`src/rtl/bcr_pkg.sv`:
```
package bcr_pkg;

    localparam int BCR_DW    = 32;
    localparam int BCR_AW    = 8;
    localparam int BCR_NREGS = 28;

    // word indices whose behaviour differs from plain storage
    localparam int IDX_GENCFG = 1;
    localparam int IDX_EN_SET = 12;
    localparam int IDX_EN_CLR = 13;
    localparam int IDX_EN     = 14;
    localparam int IDX_IRQ    = 15;
    localparam int SOFT_RST_BIT = 2;

    typedef enum logic [2:0] {
        ACC_PLAIN  = 3'd0,
        ACC_GENCFG = 3'd1,
        ACC_SET    = 3'd2,
        ACC_CLR    = 3'd3,
        ACC_EN     = 3'd4,
        ACC_IRQ    = 3'd5
    } acc_kind_e;

    function automatic acc_kind_e kind_of(input int idx);
        case (idx)
            IDX_GENCFG: return ACC_GENCFG;
            IDX_EN_SET: return ACC_SET;
            IDX_EN_CLR: return ACC_CLR;
            IDX_EN:     return ACC_EN;
            IDX_IRQ:    return ACC_IRQ;
            default:    return ACC_PLAIN;
        endcase
    endfunction

    function automatic logic [BCR_DW-1:0] reset_value(input int idx);
        case (idx)
            0:       return 32'h0000_0C40;
            1:       return 32'h0000_1384;
            2:       return 32'h2BFF_8010;
            3:       return 32'h255E_0091;
            4:       return 32'h0000_6140;
            7, 8:    return 32'h0000_01FF;
            26:      return 32'h0000_0008;
            27:      return 32'h1000_0000;
            default: return '0;
        endcase
    endfunction

endpackage

```
`src/rtl/bcr_decode.sv`:
```
module bcr_decode
    import bcr_pkg::*;
#(
    parameter int ADDR_W   = BCR_AW,
    parameter int NUM_REGS = BCR_NREGS,
    localparam int IDX_W   = ADDR_W - 2
) (
    input  logic [ADDR_W-1:0] addr,
    output logic [IDX_W-1:0]  idx,
    output logic              valid,
    output acc_kind_e         kind
);
    always_comb begin
        idx   = addr[ADDR_W-1:2];
        valid = (int'(idx) < NUM_REGS);
        kind  = kind_of(int'(idx));
    end
endmodule

```
`src/rtl/bcr_int_enable.sv`:
```
module bcr_int_enable #(
    parameter int DATA_W = bcr_pkg::BCR_DW
) (
    input  logic              clk,
    input  logic              rst,
    input  logic              set_we,
    input  logic              clr_we,
    input  logic [DATA_W-1:0] wdata,
    output logic [DATA_W-1:0] en_q
);
    always_ff @(posedge clk) begin
        if (rst)         en_q <= '0;
        else if (set_we) en_q <= en_q | wdata;
        else if (clr_we) en_q <= en_q & ~wdata;
    end


    en_set_chk: assert property (@(posedge clk) disable iff (rst)
        set_we |=> ((en_q & $past(wdata)) == $past(wdata)));

    en_clr_chk: assert property (@(posedge clk) disable iff (rst)
        clr_we |=> ((en_q & $past(wdata)) == '0));

    en_hold_chk: assert property (@(posedge clk) disable iff (rst)
        (!set_we && !clr_we) |=> $stable(en_q));
endmodule

```
`src/rtl/bcr_reset_pulse.sv`:
```
module bcr_reset_pulse (
    input  logic clk,
    input  logic rst,
    input  logic gen_we,
    input  logic old_bit,
    input  logic new_bit,
    output logic pulse_q
);
    always_ff @(posedge clk) begin
        if (rst) pulse_q <= 1'b0;
        else     pulse_q <= gen_we && !old_bit && new_bit;
    end


    single_pulse_chk: assert property (@(posedge clk) disable iff (rst)
        pulse_q |=> !pulse_q);
endmodule

```
`src/rtl/bcr_regfile.sv`:
```
module bcr_regfile
    import bcr_pkg::*;
#(
    parameter int DATA_W   = BCR_DW,
    parameter int ADDR_W   = BCR_AW,
    parameter int NUM_REGS = BCR_NREGS
) (
    input  logic              clk,
    input  logic              rst,
    input  logic [ADDR_W-1:0] bus_addr,
    input  logic              bus_wr,
    input  logic [DATA_W-1:0] bus_wdata,
    input  logic              bus_rd,
    input  logic [DATA_W-1:0] irq_status,
    output logic [DATA_W-1:0] bus_rdata,
    output logic              reset_req
);
    localparam int IDX_W = ADDR_W - 2;

    logic [IDX_W-1:0] acc_idx;
    logic             acc_valid;
    acc_kind_e        acc_kind;

    bcr_decode #(.ADDR_W(ADDR_W), .NUM_REGS(NUM_REGS)) u_dec (
        .addr (bus_addr),
        .idx  (acc_idx),
        .valid(acc_valid),
        .kind (acc_kind)
    );

    logic wr_hit;
    assign wr_hit = bus_wr && acc_valid;

    logic [NUM_REGS-1:0][DATA_W-1:0] word_q;

    for (genvar g = 0; g < NUM_REGS; g++) begin : g_word
        if (g == IDX_EN || g == IDX_IRQ) begin : g_virtual
            assign word_q[g] = '0;
        end else begin : g_store
            logic [DATA_W-1:0] r_q;
            always_ff @(posedge clk) begin
                if (rst)
                    r_q <= DATA_W'(reset_value(g));
                else if (wr_hit && int'(acc_idx) == g)
                    r_q <= bus_wdata;
            end
            assign word_q[g] = r_q;
        end
    end

    logic [DATA_W-1:0] en_q;

    bcr_int_enable #(.DATA_W(DATA_W)) u_en (
        .clk   (clk),
        .rst   (rst),
        .set_we(wr_hit && acc_kind == ACC_SET),
        .clr_we(wr_hit && acc_kind == ACC_CLR),
        .wdata (bus_wdata),
        .en_q  (en_q)
    );

    bcr_reset_pulse u_rp (
        .clk    (clk),
        .rst    (rst),
        .gen_we (wr_hit && acc_kind == ACC_GENCFG),
        .old_bit(word_q[IDX_GENCFG][SOFT_RST_BIT]),
        .new_bit(bus_wdata[SOFT_RST_BIT]),
        .pulse_q(reset_req)
    );

    logic [DATA_W-1:0] rd_next;
    always_comb begin
        rd_next = '0;
        if (acc_valid) begin
            case (acc_kind)
                ACC_EN:  rd_next = en_q;
                ACC_IRQ: rd_next = irq_status;
                default: rd_next = word_q[acc_idx];
            endcase
        end
    end

    always_ff @(posedge clk) begin
        if (rst)         bus_rdata <= '0;
        else if (bus_rd) bus_rdata <= rd_next;
    end


    soft_rst_rise_chk: assert property (@(posedge clk) disable iff (rst)
        $rose(word_q[IDX_GENCFG][SOFT_RST_BIT]) |-> reset_req);

    soft_rst_cause_chk: assert property (@(posedge clk) disable iff (rst)
        reset_req |-> $rose(word_q[IDX_GENCFG][SOFT_RST_BIT]));

    out_of_range_rd_chk: assert property (@(posedge clk) disable iff (rst)
        (bus_rd && !acc_valid) |=> (bus_rdata == '0));
endmodule

```
`config.mk`:
```
export PLATFORM = sky130hd
export DESIGN_NAME = bcr_regfile
export DESIGN_NICKNAME = d
export VERILOG_FILES = /design/src/rtl/bcr_pkg.sv /design/src/rtl/bcr_decode.sv /design/src/rtl/bcr_int_enable.sv /design/src/rtl/bcr_reset_pulse.sv /design/src/rtl/bcr_regfile.sv
export SDC_FILE = /design/constraint.sdc
export NUM_CORES = 2
export LEC_CHECK = 0
export BUFFER_PORTS_ARGS = -buffer_cell sky130_fd_sc_hd__buf_2
export CAP_MARGIN = 0
export CORE_ASPECT_RATIO = 0.7
export CORE_UTILIZATION = 50
export CTS_CLUSTER_SIZE = 40
export DETAILED_ROUTE_END_ITERATION = 6
export GPL_TIMING_DRIVEN = 0
export PLACE_DENSITY_LB_ADDON = 0.2
export SLEW_MARGIN = 20
export SYNTH_ARGS = -nofsm -noshare
export SYNTH_HDL_FRONTEND = slang
export SYNTH_HIERARCHICAL = 1
export SYNTH_SLANG_ARGS = --single-unit
export TNS_END_PERCENT = 100
```
`constraint.sdc`:
```
create_clock -name clk -period 2.85 [get_ports clk]
set_input_delay 0.4275 -clock clk [delete_from_list [all_inputs] [get_ports clk]]
set_output_delay 0.4275 -clock clk [all_outputs]
set_load 0.02 [all_outputs]
```
### Word level (Yosys, flattened, before mapping)

Cells that the tools add are included.

* input port bits: 76
* flip-flop bits (word level): 897
* output and inout bits: 33
* logic and storage cells: 111

* reduce and logical (&&, ||, !) cells: 35
* muxes and demuxes: 7
* equal/unequal tests: 35
* bitwise logic cells: 3
* magnitude comparators: 2

Operator list (count)
* 32-bit binary-select mux with 5-bit select: 1
* 32-bit two-way mux: 4
* 6-bit == test, second input constant: 12
* 32-bit case mux with 2 select lines: 1
* 6-bit by 4-bit == test with 1-bit output, second input constant: 8
* 6-bit by 5-bit == test with 1-bit output, second input constant: 6
* 32-bit AND: 1
* 1-bit logical AND: 32
* 32-bit inverter: 1
* 32-bit OR: 1
* 3-bit case mux with 5 select lines: 1
* 6-bit by 3-bit == test with 1-bit output, second input constant: 2
* 3-bit by 2-bit == test with 1-bit output, second input constant: 2
* 3-bit == test, second input constant: 2
* 6-bit by 1-bit == test with 1-bit output, second input constant: 1
* 6-bit by 2-bit == test with 1-bit output, second input constant: 1
* 6-bit zero test: 1
* 6-bit by 5-bit less-than comparator with 1-bit output, second input constant: 1
* 6-bit less-than comparator, second input constant: 1
* 3-bit by 1-bit == test with 1-bit output, second input constant: 1
* 2-bit nonzero test: 1
* 1-bit zero test: 1

### Logic depth before layout (Yosys ltp)

* depth after elaboration: 6
* depth in mapped cells: 10

### Hierarchy

The synthesis kept the hierarchy.

Modules (own cells, without submodules)
* bcr_regfile: cells each 4596, times used 1, area an instance 37898.8 sq um
* bcr_int_enable: cells each 137, times used 1, area an instance 1413.9 sq um
* bcr_decode: cells each 13, times used 1, area an instance 95.1 sq um
* bcr_reset_pulse: cells each 2, times used 1, area an instance 32.5 sq um

### Worst setup path after synthesis

Ideal clock, no wire load.

* kind: input -> register
* from: in bus_addr[5]
* to: reg (tool-made name)
* stages: 8
* path buffers: 3
* setup slack: 0.211 ns
* data required time: 2.725 ns
* data arrival time: 2.515 ns
* cell sequence: or3_1 -> a2111oi_2 -> clkbuf_1 -> clkbuf_1 -> and3_1 -> buf_6 -> a21bo_1 -> a21oi_2

RTL lines
* from (decl): RTL line bcr_regfile.sv:10 `input logic [ADDR_W-1:0] bus_addr,`

### Worst setup path after layout

* from: in bus_addr[4]
* to: reg bus_rdata[20]

* word-level cells in the longest chain between the ends: 5
* elaborated cells on any way between the ends: 13

Ends and longest elaborated chain
* 6-bit by 4-bit == test with 1-bit output or 6-bit by 1-bit == test with 1-bit output (tied branches): RTL line bcr_pkg.sv:25 `case (idx)`
* 3-bit case mux with 5 select lines: RTL line bcr_pkg.sv:25
* 3-bit == test: RTL line bcr_regfile.sv:75 `case (acc_kind)`
* 32-bit case mux with 2 select lines: RTL line bcr_regfile.sv:75
* 32-bit two-way mux (*): RTL line bcr_regfile.sv:74 `if (acc_valid) begin`
* to (signal assigned): RTL line bcr_regfile.sv:85 `else if (bus_rd) bus_rdata <= rd_next;`
* to (decl): RTL line bcr_regfile.sv:15 `output logic [DATA_W-1:0] bus_rdata,`

Mark *: on every way between the ends. The rest lies on a longest branch, timed or not. The select of a mux whose other input is x is not followed.
A chain may end at the register's enable or synchronous reset.

==> metrics.yaml <==
irDropWorstVdd_mv: 0.4735
dp_cells: 5898
setup_viol: 0
leakagePower_nw: 15.11
grt_max_degree: 15
finalHoldViolations: 0
holdWs_ns: 0.03337
maxSlewViolCount: 0
layout_common_cells: "nand2_1, dfxtp_1, a21oi_1"
finalNonFillerCells: 6061
fin_area_um2: 44340
nFillCells: 7173
end_kind: "flip-flop"
ys_ff_latch: 897
finalPower_mw: 27.00
drtPass1Iterations: 7
r2r-end: "bus_rdata[20]"
dp_hpwl_um: 123300
syn-cell-area_um2: 39440
antenna_found_initial: 9
start_util_pct: 50.94
drc: 0
cts_max_level: 3
multi_input_area_um2: 19310
worst_slack_ns: 0.02138
rrSetupSlack_ns: 0.72
num_rows: 85
skew_ns: 0.01767
cap_violations: 0
crit_arrival_ns: 3.35
fmax_mhz: 353.5
regArea_um2: 17960
cts_tree: "yes"
ys.flop_type: "dfxtp_1"
die_x_um: 337.7
synth_edf_count: 0
cts_hold_buf: 0
ant_nets: 0
slew_headroom_pct: 15.48
rsz0062_at_grt: "no"
cellPowerDensity_nw_per_um2: 608.8
gp_congestion: 1.031
cts_buffer_depth: 3
clock-sinks: 897
grt_pass1_vias: 34060
drive_above_1_share_pct: 13.70
dp_slack_ns: -0.5973
utilization_pct: 57.27
path_class: "input pin to flip-flop"
r2r_cells: 5
synthDistinctLibCells: 55
io_pins: 109
synth_cells: 4748
clk_latency_ns: 0.67
critPathMaxFanout: 10
fin_tns_setup_ns: 0
num_vias: 37340
layout_min_cycle_time_ns: 2.829
drt-wirelength-per-cell_um: 27.61
final_nets: 5021
gr-usage-all-layers_pct: 41.36
synth-seq-area-share_pct: 45.53
die-area_um2: 80030
synth_nets: 4824
globalRouteOverflowTotal: 0
grt_pass1_wl_um: 238200
numCtsBuffers: 89
clk_pin_slew_ns: 0.07
drt_iter0_markers: 5077
root_buffer: "clkbuf_16"
io_buffer_count: 106
worst_pin_slew_ns: 1.268
hp-start: "bus_wdata[24]"
ys_warn_count: 6
synth-async-reset-ratio_pct: 0
hp-class: "input pin to flip-flop"
avgViaCountPerCell: 6.161
syn_to_final_growth_pct: 12.42
syn_avg_cell_area_um2: 8.307
die_h_um: 237.0
core-area_um2: 77420
final_common_cell: "nand2_1"
cp-start-kind: "input pin"
outcome: "complete, no violations"
hold_path_depth: 3
drt-total-wl_um: 167300
postPlaceCellArea_um2: 41290
cp.required_ns: 3.38
fin_crit_sh_pct: 99.25
r2r_start: "g_word[13].g_store.r_q[20]"
==> synth_stat cells (27+ instances only) <==
cell | number | area share (%)
a21bo_1 | 28 | 0.71
a21oi_1 | 783 | 9.9
a21oi_2 | 29 | 0.64
buf_2 | 170 | 2.2
buf_4 | 30 | 0.57
clkbuf_1 | 245 | 2.3
dfxtp_1 | 897 | 46
mux2i_1 | 219 | 5.6
mux4_2 | 132 | 7.5
nand2_1 | 1764 | 17
nand2b_1 | 27 | 0.43
nand3b_1 | 60 | 1.1
nor2_1 | 32 | 0.30
o211ai_1 | 31 | 0.59
o21ai_0 | 32 | 0.41
o22ai_1 | 52 | 0.82
o2bb2ai_1 | 28 | 0.62
==> flip-flops by register name, summed over array words and instances, names as in the netlist, named ones only <==
signal              count
u_rp/pulse_q            1
g_word.g_store.r_q    832
bus_rdata              32
==> cells by family (layout without fill, tap and decap cells) <==
logic type | count (synthesis) | after routing | share of synthesized area, %
simple gates | 1951 | 1951 | 19.88
mux | 355 | 355 | 13.21
flops | 897 | 897 | 45.53
compound gates | 1077 | 1077 | 15.75
buf+inv | 468 | 734 | 5.634
other cells | 0 | 3 | 0
==> routing by layer <==
layer | wire (um) | track usage (%) | vias to the layer above
li1 | - | - | 16380
met1 | 67580 | 58.84 | 18080
met2 | 61740 | 51.55 | 2553
met3 | 30720 | 21.30 | 329
met4 | 7231 | 16.15 | 8
met5 | 61 | 0 | -
==> worst max-delay path by stage <==
stage	start	end	slack (ns)	cells after the start
floorplan	bus_addr[5]	flip-flop	0.21	8
global placement	bus_addr[4]	bus_rdata[16]	-0.58	10
detailed placement	bus_addr[4]	bus_rdata[16]	-0.60	10
CTS	bus_addr[4]	bus_rdata[16]	0.1	10
global route	bus_addr[5]	flip-flop	0.01	9
finish	bus_addr[4]	bus_rdata[20]	0.02	10
==> report_power, final <==
part | internal [mW] | switching [mW]
combinational | 0.473 | 1.53
sequential | 12.6 | 0.0321
clock | 7.08 | 5.31
total | 20.1 | 6.87
==> worst max-delay path, stage by stage <==
cell       delay (ns)
buf_2            0.14
buf_4            0.13
buf_4            0.20
nand2b_1         0.11
clkbuf_1         0.52
clkbuf_1         0.52
o22ai_1          0.29
o22ai_1          0.73
a211oi_1         0.09
o2bb2ai_1        0.17
==> final cells by class <==
cell class                      instances  share of cell area, %
Tap cell                             1044                  2.946
Sequential cell                       897                  40.50
Inverter                                1               0.008466
Clock inverter                         36                 0.8945
Timing Repair Buffer                  106                  1.196
Antenna cell                            3                0.01693
Buffer                                467                  5.034
Clock buffer                          124                  5.850
Multi-Input combinational cell       3383                  43.55
==> repair_timing <==
item                                    CTS  global route
endpoints found under the setup margin    0             8
buffers inserted                          0             0
gates resized for setup                   0             8
No activity file was read; power rests on OpenSTA's default activity.
